--- config.mk ---
export PLATFORM = sky130hd
export DESIGN_NAME = dpll_mode_ctrl
export DESIGN_NICKNAME = d
export VERILOG_FILES = /design/src/rtl/dpll_mode_pkg.sv /design/src/rtl/dpll_mode_fsm.sv /design/src/rtl/dpll_bw_stager.sv /design/src/rtl/dpll_mode_irq.sv /design/src/rtl/dpll_mode_ctrl.sv
export SDC_FILE = /design/constraint.sdc
export NUM_CORES = 1
export LEC_CHECK = 0
export BUFFER_PORTS_ARGS = -buffer_cell sky130_fd_sc_hd__buf_2
export CORE_MARGIN = 5
export CORE_UTILIZATION = 60
export DETAILED_ROUTE_END_ITERATION = 16
export PLACE_DENSITY = 0.93
export SETUP_SLACK_MARGIN = 0.05
export SYNTH_ARGS = -nofsm -noshare
export SYNTH_HDL_FRONTEND = slang
export SYNTH_SLANG_ARGS = --single-unit
--- constraint.sdc ---
create_clock -name clk -period 6.1 [get_ports clk]
set_input_delay 0.305 -clock clk [delete_from_list [all_inputs] [get_ports clk]]
set_output_delay 0.305 -clock clk [all_outputs]
set_load 0.01 [all_outputs]
--- src/rtl/dpll_mode_pkg.sv ---
package dpll_mode_pkg;

  typedef enum logic [4:0] {
    MODE_FREE = 5'b00001,
    MODE_HOLD = 5'b00010,
    MODE_LOCK = 5'b00100,
    MODE_PLK2 = 5'b00101,
    MODE_PLK  = 5'b00110,
    MODE_LOST = 5'b00111,
    MODE_DCO  = 5'b01010
  } mode_e;

  typedef enum logic [1:0] {
    BW_START = 2'b00,
    BW_ACQ   = 2'b01,
    BW_LOCK  = 2'b10
  } bw_e;

  // control word names a concrete mode (forced or frequency-write)
  function automatic logic cfg_pins_mode(input logic [4:0] c);
    case (c)
      5'b00001, 5'b00010, 5'b00100, 5'b00101,
      5'b00110, 5'b00111, 5'b01010: cfg_pins_mode = 1'b1;
      default:                      cfg_pins_mode = 1'b0;
    endcase
  endfunction

  // modes in which the loop is (re)acquiring
  function automatic logic mode_is_acq(input mode_e m);
    mode_is_acq = (m == MODE_PLK) || (m == MODE_PLK2) || (m == MODE_LOST);
  endfunction

endpackage

--- src/rtl/dpll_mode_fsm.sv ---
module dpll_mode_fsm
  import dpll_mode_pkg::*;
(
  input  logic       clk,
  input  logic       rst,
  input  logic [4:0] cfg_i,
  input  logic       sel_i,
  input  logic       swap_i,
  input  logic       noq_i,
  input  logic       lock_i,
  output mode_e      mode_q,
  output mode_e      mode_d
);

  always_comb begin
    mode_d = mode_q;
    if (cfg_pins_mode(cfg_i)) begin
      mode_d = mode_e'(cfg_i);
    end else begin
      case (mode_q)
        MODE_FREE: if (sel_i) mode_d = MODE_PLK;
        MODE_HOLD: if (sel_i) mode_d = MODE_PLK;
        MODE_PLK, MODE_PLK2, MODE_LOST: begin
          if (noq_i)       mode_d = MODE_HOLD;
          else if (lock_i) mode_d = MODE_LOCK;
        end
        MODE_LOCK: begin
          if (noq_i)        mode_d = MODE_HOLD;
          else if (swap_i)  mode_d = MODE_PLK2;
          else if (!lock_i) mode_d = MODE_LOST;
        end
        default: mode_d = MODE_FREE;
      endcase
    end
  end

  always_ff @(posedge clk) begin
    if (rst) mode_q <= MODE_FREE;
    else     mode_q <= mode_d;
  end


  forced_mode_chk: assert property (@(posedge clk) disable iff (rst)
    cfg_pins_mode(cfg_i) |=> (mode_q == mode_e'($past(cfg_i))));


  free_hold_chk: assert property (@(posedge clk) disable iff (rst)
    (!cfg_pins_mode(cfg_i) && mode_q == MODE_FREE && !sel_i) |=> (mode_q == MODE_FREE));


  lost_phase_chk: assert property (@(posedge clk) disable iff (rst)
    (!cfg_pins_mode(cfg_i) && mode_q == MODE_LOCK && !lock_i && !noq_i && !swap_i)
      |=> (mode_q == MODE_LOST));


  holdover_chk: assert property (@(posedge clk) disable iff (rst)
    (!cfg_pins_mode(cfg_i) && noq_i && (mode_is_acq(mode_q) || mode_q == MODE_LOCK))
      |=> (mode_q == MODE_HOLD));

endmodule

--- src/rtl/dpll_bw_stager.sv ---
module dpll_bw_stager
  import dpll_mode_pkg::*;
#(
  parameter int WIN = 50_000_000
) (
  input  logic clk,
  input  logic rst,
  input  mode_e mode_q,
  input  mode_e mode_d,
  output bw_e  bw_q
);

  localparam int CW = $clog2(WIN + 1);
  localparam logic [CW-1:0] WIN_C = CW'(WIN);

  logic [CW-1:0] cnt_q, cnt_d;
  bw_e           bw_d;

  always_comb begin
    cnt_d = '0;
    if (mode_is_acq(mode_d) && mode_is_acq(mode_q))
      cnt_d = (cnt_q == WIN_C) ? cnt_q : cnt_q + 1'b1;
    if (mode_d == MODE_LOCK)
      bw_d = BW_LOCK;
    else if (mode_is_acq(mode_d))
      bw_d = (cnt_d < WIN_C) ? BW_START : BW_ACQ;
    else
      bw_d = BW_START;
  end

  always_ff @(posedge clk) begin
    if (rst) begin
      cnt_q <= '0;
      bw_q  <= BW_START;
    end else begin
      cnt_q <= cnt_d;
      bw_q  <= bw_d;
    end
  end


  no_overflow_chk: assert property (@(posedge clk) disable iff (rst)
    cnt_q <= WIN_C);


  locked_stage_chk: assert property (@(posedge clk) disable iff (rst)
    (mode_q == MODE_LOCK) |-> (bw_q == BW_LOCK));


  idle_stage_chk: assert property (@(posedge clk) disable iff (rst)
    (!mode_is_acq(mode_q) && mode_q != MODE_LOCK) |-> (bw_q == BW_START));

endmodule

--- src/rtl/dpll_mode_irq.sv ---
module dpll_mode_irq
  import dpll_mode_pkg::*;
(
  input  logic  clk,
  input  logic  rst,
  input  mode_e mode_q,
  input  mode_e mode_d,
  input  logic  ack_i,
  input  logic  mask_we_i,
  input  logic  mask_d_i,
  output logic  flag_q,
  output logic  irq_q
);

  logic mask_q, mask_n, flag_n;

  always_comb begin
    mask_n = mask_we_i ? mask_d_i : mask_q;
    flag_n = (mode_d != mode_q) | (flag_q & ~ack_i);
  end

  always_ff @(posedge clk) begin
    if (rst) begin
      mask_q <= 1'b0;
      flag_q <= 1'b0;
      irq_q  <= 1'b0;
    end else begin
      mask_q <= mask_n;
      flag_q <= flag_n;
      irq_q  <= flag_n & mask_n;
    end
  end


  flag_set_chk: assert property (@(posedge clk) disable iff (rst)
    (mode_d != mode_q) |=> flag_q);


  flag_sticky_chk: assert property (@(posedge clk) disable iff (rst)
    (flag_q && !ack_i) |=> flag_q);


  irq_masked_chk: assert property (@(posedge clk) disable iff (rst)
    irq_q |-> (mask_q && flag_q));

endmodule

--- src/rtl/dpll_mode_ctrl.sv ---
module dpll_mode_ctrl
  import dpll_mode_pkg::*;
#(
  parameter int CLK_HZ  = 25_000_000,
  parameter int WIN_SEC = 2
) (
  input  logic       clk,
  input  logic       rst,
  input  logic [4:0] mode_cfg,
  input  logic       in_sel,
  input  logic       in_swap,
  input  logic       no_qual,
  input  logic       lock_in,
  input  logic       mask_we,
  input  logic       mask_d,
  input  logic       chg_ack,
  output logic [4:0] mode_stat,
  output logic       chg_flag,
  output logic       irq,
  output logic [1:0] bw_stage
);

  localparam int WIN = CLK_HZ * WIN_SEC;

  mode_e cur_mode, nxt_mode;
  bw_e   stage;

  dpll_mode_fsm u_fsm (
    .clk    (clk),
    .rst    (rst),
    .cfg_i  (mode_cfg),
    .sel_i  (in_sel),
    .swap_i (in_swap),
    .noq_i  (no_qual),
    .lock_i (lock_in),
    .mode_q (cur_mode),
    .mode_d (nxt_mode)
  );

  dpll_bw_stager #(.WIN(WIN)) u_bw (
    .clk    (clk),
    .rst    (rst),
    .mode_q (cur_mode),
    .mode_d (nxt_mode),
    .bw_q   (stage)
  );

  dpll_mode_irq u_irq (
    .clk       (clk),
    .rst       (rst),
    .mode_q    (cur_mode),
    .mode_d    (nxt_mode),
    .ack_i     (chg_ack),
    .mask_we_i (mask_we),
    .mask_d_i  (mask_d),
    .flag_q    (chg_flag),
    .irq_q     (irq)
  );

  assign mode_stat = cur_mode;
  assign bw_stage  = stage;


  reset_state_chk: assert property (@(posedge clk)
    $past(rst) |-> (mode_stat == 5'b00001 && !chg_flag && !irq && bw_stage == 2'b00));

endmodule

==> summary.md, run 1 <==
| Metric | Value |
|---|---|
| Share of post-route cells with drive strength above 1 | between 10% and 20% |
| Min-delay worst type | input pin to flip-flop |
| Combinational Power Share | 7.8% |
| Area occupied by multi-input gates | 1180 um^2 |
| Switching part of the total | 23.5% |
| Most common cell after layout, fill and taps aside | sky130_fd_sc_hd__nor2_1 |
| Row count | 21 |
| Post-layout min period | about 2.8 ns |
| Max Transition Viols Final | 0 |
| Status | finished, final reports clean |
| Final setup violation count | 0 |
| Post-cts repair resize count | 0 |
| CTS tree | built |
| Number of DRC markers in iteration 0 | 134 |
| Share of flip-flops with an asynchronous set or reset after synthesis | 0% |
| Worst slew margin | ~23% |
| Final HPWL from detailed placement | between 2000 and 3000 um |
| Post-Place Cells | 295 |
| Dominant synthesized flop cell | sky130_fd_sc_hd__dfxtp_1 |
| Cell types occupying the most area after synthesis | sky130_fd_sc_hd__dfxtp_1, sky130_fd_sc_hd__xor2_1, sky130_fd_sc_hd__nor2_1 |
| Initial antenna violation count | 0 |
| Final design utilization | 65.4% |
| Most used cells in the layout excluding fill and tap cells | sky130_fd_sc_hd__nor2_1, sky130_fd_sc_hd__dfxtp_1, sky130_fd_sc_hd__buf_2 |
| Number of enable-type register cells in the synthesized netlist | 0 |
| Setup Slack @ Placement | 3.32 ns |
| Clock Tree Root | sky130_fd_sc_hd__clkbuf_4 |
| Die ar. | 4600 um^2 |
| Final weighted congestion in routability-driven placement | around 0.86 |
| Kind of end point of the critical path | flip-flop |
| Final ANT Viol Nets | 0 |
| Routed wire length per instance | between 10 and 15 um |
| Clock-pin slew of the registers on the worst-case setup and hold paths | 0.10 ns |
| Final worst clock skew | 0.00820 ns |
| Overall Global Routing Usage | around a fifth |
| Fillcell total | between 200 and 300 |
| Via count | 1684 |
| Syn nets | around 260 |
| Placeable Area | 3280 um^2 |
| Cells after Synth | 242 |
| Total of hold buffers inserted after clock tree synthesis | 0 |
| Postcts setup bufs | 0 |
| Number of global-route vias before repair | ~1600 |
| First-pass GRT wire length | 6590 um |
| Leak Pwr | ~0.00077 uW |
| Clock Power Share | 32.4% |
| Kind of start point of the critical path | flip-flop |
| Sequential area share after synthesis | 35.9% |
| Count of inserted antenna diode cells | 0 |
| Total negative slack | 0 ns |
| Internal power | 310 uW |
| Maximum number of pins on one net before global-route repair | 28 |
| Count of TritonRoute iterations in the first routing pass | 4 |
| RSZ-0062 raised after global routing | false |
| Fin. Hold Viols | 0 |
| Worst-skew pair later-pin latency | 0.33 ns |
| TritonCTS Sinks | 36 |
| Peak VDD IR | 0.000127 V |
| Top cell type's share of synthesized area | 35.9% |
| Data required time at the worst endpoint | 6.34 ns |
| Power per unit of standard cell area | about 190 nW/um^2 |
| Flop pwr share | 59.7% |
| Crit path DAT | roughly 3.0 ns |
| Gr ovfl total | 0 |
| Area Growth Syn to Fin | 6.98% |
| Achievable clock frequency | 0.357 GHz |
| Cell Count, Final, Fillers Out | 303 |
| Effective utilization at floorplan | roughly 60% |
| Maximum fanout encountered on the critical timing path | 27 |
| Die Y | between 60 and 70 um |
| Total area of sequential cells | approximately 720 um^2 |
| Final cycle utilization of the critical path | a little under half |
| Inserted Clock Buffers | 5 |
| Number of synthesized register bits | 36 |
| Final layout net count | 272 |
| Post-synth top area cell | sky130_fd_sc_hd__dfxtp_1 |
| Number of H-tree levels | 2 |
| Cell Area, Synth | between 2000 and 2500 um^2 |
| Count of port buffers added during placement | 22 |
| Slew @ Worst Pin | 1.15 ns |
| Maxcap violations | 0 |
| Routed via count divided by cell count | approximately 5.6 |
| Total length of routed wires | 4020 um |
| CTS max path bufs | 2 |
| IO Pins | 23 |
| Number of unique standard cell types used by synthesis | 48 |
| Psw | about 96 uW |
| Syn avg cell area | 8.29 um^2 |
| Crit Path Category | flip-flop to flip-flop |
| Count of yosys warnings during synthesis | 0 |
| Post-route DRC violation count | 0 |
| Horiz. Die Dim | 67.8 um |
| Slack of the critical path | 3.30 ns |
-- Yosys cell counts (2+ instances only) --
cell / n
sky130_fd_sc_hd__nor2_1: 40
sky130_fd_sc_hd__nor3_1: 7
sky130_fd_sc_hd__nand2b_1: 2
sky130_fd_sc_hd__clkbuf_1: 6
sky130_fd_sc_hd__buf_6: 3
sky130_fd_sc_hd__a21oi_1: 13
sky130_fd_sc_hd__nor2b_1: 6
sky130_fd_sc_hd__o311ai_1: 2
sky130_fd_sc_hd__a31oi_1: 2
sky130_fd_sc_hd__buf_2: 6
sky130_fd_sc_hd__xor2_1: 18
sky130_fd_sc_hd__ha_1: 2
sky130_fd_sc_hd__a211o_1: 2
sky130_fd_sc_hd__nor4b_1: 3
sky130_fd_sc_hd__nand3_1: 14
sky130_fd_sc_hd__and3_1: 6
sky130_fd_sc_hd__xnor2_1: 12
sky130_fd_sc_hd__and2_1: 3
sky130_fd_sc_hd__and4_1: 2
sky130_fd_sc_hd__o31ai_1: 2
sky130_fd_sc_hd__nand4b_1: 3
sky130_fd_sc_hd__inv_1: 6
sky130_fd_sc_hd__nand4_1: 6
sky130_fd_sc_hd__nand2_1: 12
sky130_fd_sc_hd__nand3b_1: 2
sky130_fd_sc_hd__o21bai_1: 2
sky130_fd_sc_hd__dfxtp_1: 36
sky130_fd_sc_hd__mux2i_1: 4
-- flip-flops by register name (all words and copies together) (netlist names) --
name	flops
u_bw.bw_q	2
u_bw.cnt_q	26
u_fsm.mode_q	5
u_irq.flag_q	1
u_irq.irq_q	1
u_irq.mask_q	1
-- final cells by class --
cell class / count / share of cell area, %
timing repair buffer: 22 / 5.13
multi-input combinational: 185 / 54.8
tap: 46 / 2.68
inverter: 6 / 1.05
clock buffer: 8 / 2.74
sequential: 36 / 33.6
-- cells by family (layout without fill, tap and decap cells) --
logic type	count (synthesis)	count (layout)	share of synthesized area [%]
compound gates	31	31	10.7
xor+xnor	30	30	13.1
fa+ha+maj	2	2	1.25
buf+inv	21	36	5.42
flops	36	36	35.9
mux	4	4	2.00
other cells	1	1	0.187
simple gates	117	117	31.5
-- critical path: stages (launching register included) --
cell	delay (ns)
sky130_fd_sc_hd__dfxtp_1	0.48
sky130_fd_sc_hd__and3b_1	0.21
sky130_fd_sc_hd__o31ai_1	0.27
sky130_fd_sc_hd__a31oi_1	0.10
sky130_fd_sc_hd__nand4_1	0.12
sky130_fd_sc_hd__o31a_1	0.15
sky130_fd_sc_hd__nand4_1	0.89
sky130_fd_sc_hd__a211oi_2	0.49
-- worst paths after layout --
path | startpoint | to | slack [ns] | cells after the start
setup reg to reg | u_fsm.mode_q[1] | u_bw.bw_q[0] | 3.30 | 7
setup / recovery | u_fsm.mode_q[1] | u_bw.bw_q[0] | 3.30 | 7
hold / removal | rst | u_fsm.mode_q[1] | 0.24 | 2
hold reg to reg | u_irq.mask_q | u_irq.mask_q | 0.53 | 2
-- metrics by stage --
| stage | instance area, um^2 | total power (uW) | hold slack (ns) |
|---|---|---|---|
| after floorplan | 2010 | 267 | 0.456 |
| after global placement | 2090 | 278 | 0.483 |
| after detailed placement | 2090 | 280 | 0.504 |
| after CTS | 2150 | 411 | 0.221 |
| after global routing | 2150 | 426 | 0.219 |
| final | 2150 | 406 | 0.236 |
-- layer usage --
metal | GRT usage, % | up-vias | wire length [um]
met5 | 0 | - | 0
met4 | 10.7 | 0 | 44
met3 | 4.60 | 4 | 212
met2 | 31.8 | 34 | 1930
met1 | 22.7 | 775 | 1830
li1 | - | 871 | -
-- power by group through the flow --
stage	logic (uW)	registers (uW)	clock network [uW]
final	31.9	243	132
after global routing	35.1	243	147
after CTS	31.9	243	137
after detailed placement	31.7	248	0
after global placement	30.6	248	0
after floorplan	19.4	248	0
Note: power is estimated with default switching activity, not from simulation.
==> run 2: changes to the inputs <==
--- a/config.mk
+++ b/config.mk
@@ -5,11 +5,12 @@
 export SDC_FILE = /design/constraint.sdc
 export NUM_CORES = 1
 export LEC_CHECK = 0
+export ABC_AREA = 1
 export BUFFER_PORTS_ARGS = -buffer_cell sky130_fd_sc_hd__buf_2
 export CORE_MARGIN = 5
-export CORE_UTILIZATION = 60
+export CORE_UTILIZATION = 58
 export DETAILED_ROUTE_END_ITERATION = 16
-export PLACE_DENSITY = 0.93
+export PLACE_DENSITY = 0.9
 export SETUP_SLACK_MARGIN = 0.05
 export SYNTH_ARGS = -nofsm -noshare
 export SYNTH_HDL_FRONTEND = slang
==> constraint.sdc (replaced) <==
create_clock -name clk -period 2.7 [get_ports clk]
set_input_delay 0.135 -clock clk [delete_from_list [all_inputs] [get_ports clk]]
set_output_delay 0.135 -clock clk [all_outputs]
set_load 0.01 [all_outputs]
==> run 2 against run 1 <==
Against the previous run:
- design area up 11%
- critical path type unchanged
- sequential share of layout area fell by 3.3 points
- first-iteration DRC count increased by 43%
- largest cell class unchanged
- routed wire length grew 14%
- global-route usage up 1.2 points
- utilization increased by 0.23 points
- clock power grew to 2.6 times the previous value
- clock-buffer cell count decreased by 2
- largest power group unchanged
- critical endpoint is now u_bw.cnt_q[2]
- sequential cell count is the same
- hold slack lost 0.091 ns
- setup slack got worse by 2.8 ns
==> summary.md, run 2 <==
| Metric | Value |
|---|---|
| Worst slew margin | 54.2% |
| Adder-cell area share of the yosys netlist | 1.16% |
| Gr ovfl total | 0 |
| Setup Slack @ Placement | 0.536 ns |
| Top cell type's share of synthesized area | 33.5% |
| Final HPWL from detailed placement | 3670 um |
| IO Pins | 23 |
| Number of synthesized register bits | 36 |
| Syn avg cell area | 6.87 um^2 |
| Via count | 2030 |
| Peak VDD IR | roughly 0.00024 V |
| CTS tree | built |
| Total length of routed wires | 4570 um |
| Post-synthesis compound-gate area fraction | 3.26% |
| Post-cts repair resize count | 0 |
| Cell types occupying the most area after synthesis | sky130_fd_sc_hd__dfxtp_1, sky130_fd_sc_hd__nand2_1, sky130_fd_sc_hd__nor2_1 |
| Status | finished, final reports clean |
| Number of enable-type register cells in the synthesized netlist | 0 |
| Xor/xnor cell area share of the yosys netlist | under 10% |
| Final layout net count | ~360 |
| TritonCTS Sinks | 36 |
| Maxcap violations | 0 |
| Slew @ Worst Pin | 0.686 ns |
| Switching part of the total | between 20% and 30% |
| Maximum number of pins on one net before global-route repair | 22 |
| Origin of the critical flop-to-flop path | u_fsm.mode_q[1] |
| Post-route DRC violation count | 0 |
| Die Y | 70.9 um |
| Most common cell after layout, fill and taps aside | sky130_fd_sc_hd__nand2_1 |
| Final design utilization | 65.6% |
| Slack of the critical path | 0.496 ns |
| Main combinational cell family by area after synthesis | simple AND/OR/NAND/NOR gates |
| Count of port buffers added during placement | 22 |
| Initial antenna violation count | 0 |
| Crit Path Category | flip-flop to flip-flop |
| Area Growth Syn to Fin | 10.9% |
| Leak Pwr | 0.000994 uW |
| Number of global-route vias before repair | 1935 |
| Launching instance or port of the critical path | u_fsm.mode_q[1] |
| Worst min-delay path startpoint | mask_we |
| Total of hold buffers inserted after clock tree synthesis | 0 |
| Routed wire length per instance | between 10 and 15 um |
| Die ar. | 5020 um^2 |
| CTS max path bufs | 2 |
| Worst-skew pair later-pin latency | 0.29 ns |
| Cells after Synth | 313 |
| Final cycle utilization of the critical path | 81.6% |
| Kind of end point of the critical path | flip-flop |
| Sequential area share after synthesis | 33.5% |
| Overall Global Routing Usage | 20.4% |
| Cell Area, Synth | approximately 2100 um^2 |
| Multiplexer share of the synthesized area | 0% |
| Post-Place Cells | 380 |
| Combinational Power Share | roughly a tenth |
| Routed via count divided by cell count | 5.25 |
| Postcts setup bufs | 0 |
| Count of TritonRoute iterations in the first routing pass | 4 |
| Most used cells in the layout excluding fill and tap cells | sky130_fd_sc_hd__nand2_1, sky130_fd_sc_hd__nor2_1, sky130_fd_sc_hd__inv_1, sky130_fd_sc_hd__dfxtp_1, sky130_fd_sc_hd__buf_2 |
| Placeable Area | roughly 3600 um^2 |
| Largest registers ranked by flip-flop count | u_bw.cnt_q (26), u_fsm.mode_q (5), u_bw.bw_q (2) |
| Psw | 241 uW |
| Flop pwr share | 55.4% |
| Share of flip-flops with an asynchronous set or reset after synthesis | 0% |
| Final setup violation count | 0 |
| Maximum fanout encountered on the critical timing path | 21 |
| Syn nets | 329 |
| Crit path DAT | around 2.4 ns |
| Inserted Clock Buffers | 5 |
| Clock Power Share | 34.7% |
| Post-layout min period | 2.20 ns |
| Number of H-tree levels | 2 |
| Clock Tree Root | sky130_fd_sc_hd__clkbuf_8 |
| Max Transition Viols Final | 0 |
| Total negative slack | 0 ns |
| Count of inserted antenna diode cells | 0 |
| Final worst clock skew | just under 0.009 ns |
| Share of post-route cells with drive strength above 1 | 19.2% |
| Fin. Hold Viols | 0 |
| Clock-pin slew of the registers on the worst-case setup and hold paths | 0.07 ns |
| Count of yosys warnings during synthesis | 0 |
| Kind of start point of the critical path | flip-flop |
| Number of unique standard cell types used by synthesis | 33 |
| Final weighted congestion in routability-driven placement | 0.939 |
| Min-delay worst type | input pin to flip-flop |
| RSZ-0062 raised after global routing | false |
| Number of DRC markers in iteration 0 | 192 |
| Dominant synthesized flop cell | sky130_fd_sc_hd__dfxtp_1 |
| Internal power | roughly 750 uW |
| Effective utilization at floorplan | 59.2% |
| Achievable clock frequency | roughly 0.45 GHz |
| Post-synth top area cell | sky130_fd_sc_hd__dfxtp_1 |
| Final ANT Viol Nets | 0 |
| Post-synthesis share of cell area spent on and, or, nand and nor gates | 45.4% |
| Power per unit of standard cell area | 417 nW/um^2 |
| Library cell with the highest instance count after synthesis | sky130_fd_sc_hd__nand2_1 |
| Row count | 22 |
| Data required time at the worst endpoint | between 2 and 3 ns |
| Horiz. Die Dim | 70.9 um |
| Cell Count, Final, Fillers Out | just under 400 |
| Most common library cells after synthesis | sky130_fd_sc_hd__nand2_1, sky130_fd_sc_hd__nor2_1, sky130_fd_sc_hd__dfxtp_1, sky130_fd_sc_hd__inv_1, sky130_fd_sc_hd__nand3_1 |
| First-pass GRT wire length | roughly 8300 um |
| Most flop-heavy register | u_bw.cnt_q |
| Max reg flops | 26 |
run 2: cell families after synthesis:
kind of cell / count (synthesis)
flops: 36
buf+inv: 45
xor+xnor: 20
compound gates: 12
other cells: 1
simple gates: 197
fa+ha+maj: 2
run 2: area by class of cell:
| cell class | count | area (um^2) |
|---|---|---|
| well taps | 48 | 60.1 |
| repair buffers | 22 | 110 |
| clock buffers | 6 | 72.6 |
| fillers | 313 | 1250 |
| clock inverters | 1 | 5.00 |
| flip-flops and latches | 36 | 721 |
| inverters | 42 | 158 |
| multi-input cells | 232 | 1260 |
run 2: path summary, 6_finish.rpt:
check	to	slack (ns)	cells after the start
worst max register to register	u_bw.cnt_q[2]	0.50	11
worst min register to register	u_irq.mask_q	0.50	2
worst max-delay path	u_bw.cnt_q[2]	0.50	11
worst min-delay path	u_irq.mask_q	0.15	3
run 2: power by group through the flow:
stage               sequential (uW)  clock (uW)  combinational (uW)
global placement                561           0                94.8
finish                          550         345                99.0
global route                    552         383                 113
detailed placement              562           0                97.6
floorplan                       565           0                59.7
CTS                             550         355                98.4
run 2: worst max-delay path, stage by stage, from the launching register on:
cell and delay (ns):
sky130_fd_sc_hd__dfxtp_1 0.37, sky130_fd_sc_hd__inv_1 0.14, sky130_fd_sc_hd__nand2_1 0.09, sky130_fd_sc_hd__nand2_1 0.10, sky130_fd_sc_hd__nand3_1 0.09, sky130_fd_sc_hd__nand3_1 0.09
sky130_fd_sc_hd__nand2_1 0.11, sky130_fd_sc_hd__nor2_2 0.20, sky130_fd_sc_hd__nand2_1 0.16, sky130_fd_sc_hd__inv_2 0.09, sky130_fd_sc_hd__nand2_1 0.38, sky130_fd_sc_hd__a211oi_1 0.30
run 2: stage by stage:
step	power, uW	cell area, um^2	hold WS [ns]
CTS	1000	2380	0.143
global placement	656	2310	0.432
global route	1050	2380	0.167
detailed placement	660	2310	0.440
finish	994	2380	0.146
floorplan	625	2150	0.226
run 2: layer usage:
layer	vias up	wire length, um	track usage (%)
met5	-	0	0
met3	15	316	5.54
met2	57	2190	34.0
met1	928	1940	24.6
li1	1030	-	-
met4	0	116	9.19
==> run 3: changes to the inputs <==
--- a/config.mk
+++ b/config.mk
@@ -5,12 +5,12 @@
 export SDC_FILE = /design/constraint.sdc
 export NUM_CORES = 1
 export LEC_CHECK = 0
-export ABC_AREA = 1
+export ABC_AREA = 0
 export BUFFER_PORTS_ARGS = -buffer_cell sky130_fd_sc_hd__buf_2
 export CORE_MARGIN = 5
-export CORE_UTILIZATION = 58
+export CORE_UTILIZATION = 52
 export DETAILED_ROUTE_END_ITERATION = 16
-export PLACE_DENSITY = 0.9
+export PLACE_DENSITY = 0.86
 export SETUP_SLACK_MARGIN = 0.05
 export SYNTH_ARGS = -nofsm -noshare
 export SYNTH_HDL_FRONTEND = slang
==> constraint.sdc (replaced) <==
create_clock -name clk -period 1.8 [get_ports clk]
set_input_delay 0.09 -clock clk [delete_from_list [all_inputs] [get_ports clk]]
set_output_delay 0.09 -clock clk [all_outputs]
set_load 0.01 [all_outputs]
==> run 3 against run 2 <==
Against the previous run:
- the flow now finishes with violations (negative setup slack)
- setup slack got worse by 0.86 ns
- final cell count fell by 6.2%
- sequential share of layout area fell by 5.1 points
- critical path type unchanged
- sequential power rose by 49%
- clock power rose by 74%
- hold slack got worse by 0.076 ns
- clock-buffer cell count fell by 1
- clock skew rose by 0.0028 ns
- via count rose by 6.4%
- non-clock buffer count rose by 58
- design area rose by 23%
- first-iteration DRC count rose by 63%
==> summary.md, run 3 (synthesized netlist as in run 1, its figures left out) <==
| Metric | Value |
|---|---|
| Status | complete, but fails checks |
| Failing checks | negative setup slack |
| Internal power | 1170 uW |
| Final HPWL from detailed placement | 3660 um |
| Psw | 424 uW |
| Min-delay worst type | input pin to flip-flop |
| Total negative slack | -0.411 ns |
| Total of hold buffers inserted after clock tree synthesis | 0 |
| Clock Tree Root | sky130_fd_sc_hd__clkbuf_8 |
| Post-route DRC violation count | 0 |
| Maximum fanout encountered on the critical timing path | 6 |
| Setup Slack @ Placement | -0.345 ns |
| Count of TritonRoute iterations in the first routing pass | 8 |
| Share of post-route cells with drive strength above 1 | between 40% and 50% |
| IO Pins | 23 |
| Overall Global Routing Usage | 22.2% |
| Final layout net count | 330 |
| Initial antenna violation count | 0 |
| Largest registers ranked by flip-flop count | u_bw.cnt_q (26), u_fsm.mode_q (5), u_bw.bw_q (2) |
| Most flop-heavy register | u_bw.cnt_q |
| Horiz. Die Dim | 72.1 um |
| Non-Filler Cell Area, Final | ~2900 um^2 |
| Row count | 22 |
| Number of global-route vias before repair | slightly above 2000 |
| Achievable clock frequency | 0.462 GHz |
| CTS max path bufs | 2 |
| Die Y | 72.1 um |
| R2r worst-path depth | 8 |
| Final worst clock skew | 0.0115 ns |
| Effective utilization at floorplan | 54.4% |
| End point of the critical path | u_bw.bw_q[0] |
| Count of inserted antenna diode cells | 0 |
| Crit Path Category | flip-flop to flip-flop |
| Power per unit of standard cell area | 544 nW/um^2 |
| Die ar. | around 5200 um^2 |
| First-pass GRT wire length | 9110 um |
| Placeable Area | 3690 um^2 |
| Maxcap violations | 0 |
| Launching instance or port of the critical path | u_bw.cnt_q[2] |
| Slack of the critical path | -0.366 ns |
| Peak VDD IR | around 0.00067 V |
| Kind of end point of the critical path | flip-flop |
| Area occupied by multi-input gates | 1410 um^2 |
| Internal reg-to-reg setup slack | -0.37 ns |
| Count of port buffers added during placement | 22 |
| Inserted Clock Buffers | 5 |
| Clock-pin slew of the registers on the worst-case setup and hold paths | 0.09 ns |
| Origin of the critical flop-to-flop path | u_bw.cnt_q[2] |
| Routed via count divided by cell count | 5.95 |
| Gr ovfl total | 0 |
| Switching part of the total | 26.6% |
| Final cycle utilization of the critical path | 120% |
| Kind of start point of the critical path | flip-flop |
| Routed wire length per instance | 17.3 um |
| Total area of sequential cells | roughly 740 um^2 |
| Number of DRC markers in iteration 0 | 312 |
| Final ANT Viol Nets | 0 |
| TritonCTS Sinks | 36 |
| Worst-skew pair later-pin latency | 0.31 ns |
| Total length of routed wires | approximately 6300 um |
| Max reg flops | 26 |
| Crit path DAT | between 2 and 2.5 ns |
| Cell Count, Final, Fillers Out | 363 |
| CTS tree | built |
| Area Growth Syn to Fin | 46.0% |
| Flop pwr share | a little over 50% |
| RSZ-0062 raised after global routing | true |
| Total placed instance area | ~2500 um^2 |
| Most common cell after layout, fill and taps aside | sky130_fd_sc_hd__buf_4 |
| Number of H-tree levels | 2 |
| Post-Place Cells | 345 |
| Crit Reg-Reg Endpoint | u_bw.bw_q[0] |
| Maximum number of pins on one net before global-route repair | 19 |
| Max Transition Viols Final | 0 |
| Data required time at the worst endpoint | 2.02 ns |
| Leak Pwr | 0.00113 uW |
| Via count | 2160 |
| Combinational Power Share | 11.2% |
| Final weighted congestion in routability-driven placement | between 0.9 and 1 |
| Final setup violation count | 3 |
| Clock Power Share | a little under two fifths |
| Most used cells in the layout excluding fill and tap cells | sky130_fd_sc_hd__buf_4, sky130_fd_sc_hd__dfxtp_1, sky130_fd_sc_hd__buf_2 |
| Fin. Hold Viols | 0 |
| Post-layout min period | 2.17 ns |
| Fillcell total | 209 |
==> run 3: final cells by class <==
cell class	count	area share, %
clock buffers	5	2.35
clock inverters	3	0.811
inverters	6	0.769
multi-input cells	185	48.2
flip-flops and latches	36	25.1
well taps	48	2.05
repair buffers	80	20.8
==> run 3: metal layers <==
layer | vias to the layer above | GRT usage [%] | part of all wire (%)
met5 | - | 0 | 0
met4 | 0 | 10.2 | 4.0
met3 | 40 | 5.96 | 7.4
met2 | 126 | 39.7 | 52
met1 | 1014 | 24.3 | 37
li1 | 980 | - | -
==> run 3: per-stage QoR <==
step           hold WS (ns)  power [uW]  utilization, %
2_1_floorplan         0.257         908               -
6_report             0.0701        1590            79.4
5_1_grt              0.0804        1640            79.4
4_1_cts              0.0538        1570            73.9
3_5_place_dp          0.369         966            66.8
3_3_place_gp          0.353         962            66.8
==> run 3: worst max-delay path, stage by stage, from the launching register on <==
cell and delay, ns:
sky130_fd_sc_hd__dfxtp_1 0.38, sky130_fd_sc_hd__and3_4 0.25, sky130_fd_sc_hd__and4_4 0.27, sky130_fd_sc_hd__buf_4 0.13, sky130_fd_sc_hd__nand4b_1 0.13, sky130_fd_sc_hd__a21oi_2 0.20
sky130_fd_sc_hd__o221ai_1 0.20, sky130_fd_sc_hd__a211o_1 0.35, sky130_fd_sc_hd__a211oi_2 0.18
==> run 3: worst min path at each step <==
stage / start / endpoint / cells after the start
after floorplan: mask_d / u_irq.mask_q / 2
after global placement: mask_d / u_irq.mask_q / 3
after detailed placement: rst / u_fsm.mode_q[1] / 2
after CTS: rst / u_fsm.mode_q[1] / 2
after global routing: rst / u_fsm.mode_q[1] / 2
final: rst / u_fsm.mode_q[1] / 2
==> run 3: power by group through the flow <==
| stage | Combinational (uW) | Sequential (uW) | Clock (uW) |
|---|---|---|---|
| after floorplan | 66.5 | 841 | 0 |
| after global placement | 127 | 836 | 0 |
| after detailed placement | 130 | 836 | 0 |
| after CTS | 155 | 817 | 601 |
| after global routing | 191 | 820 | 633 |
| final | 178 | 817 | 599 |
==> run 3: repair_timing <==
item	4_1_cts	5_1_grt
buffers inserted	7	2
resized for setup	32	38
setup endpoints to repair	28	30
pin swaps	15	7
gates cloned	0	2
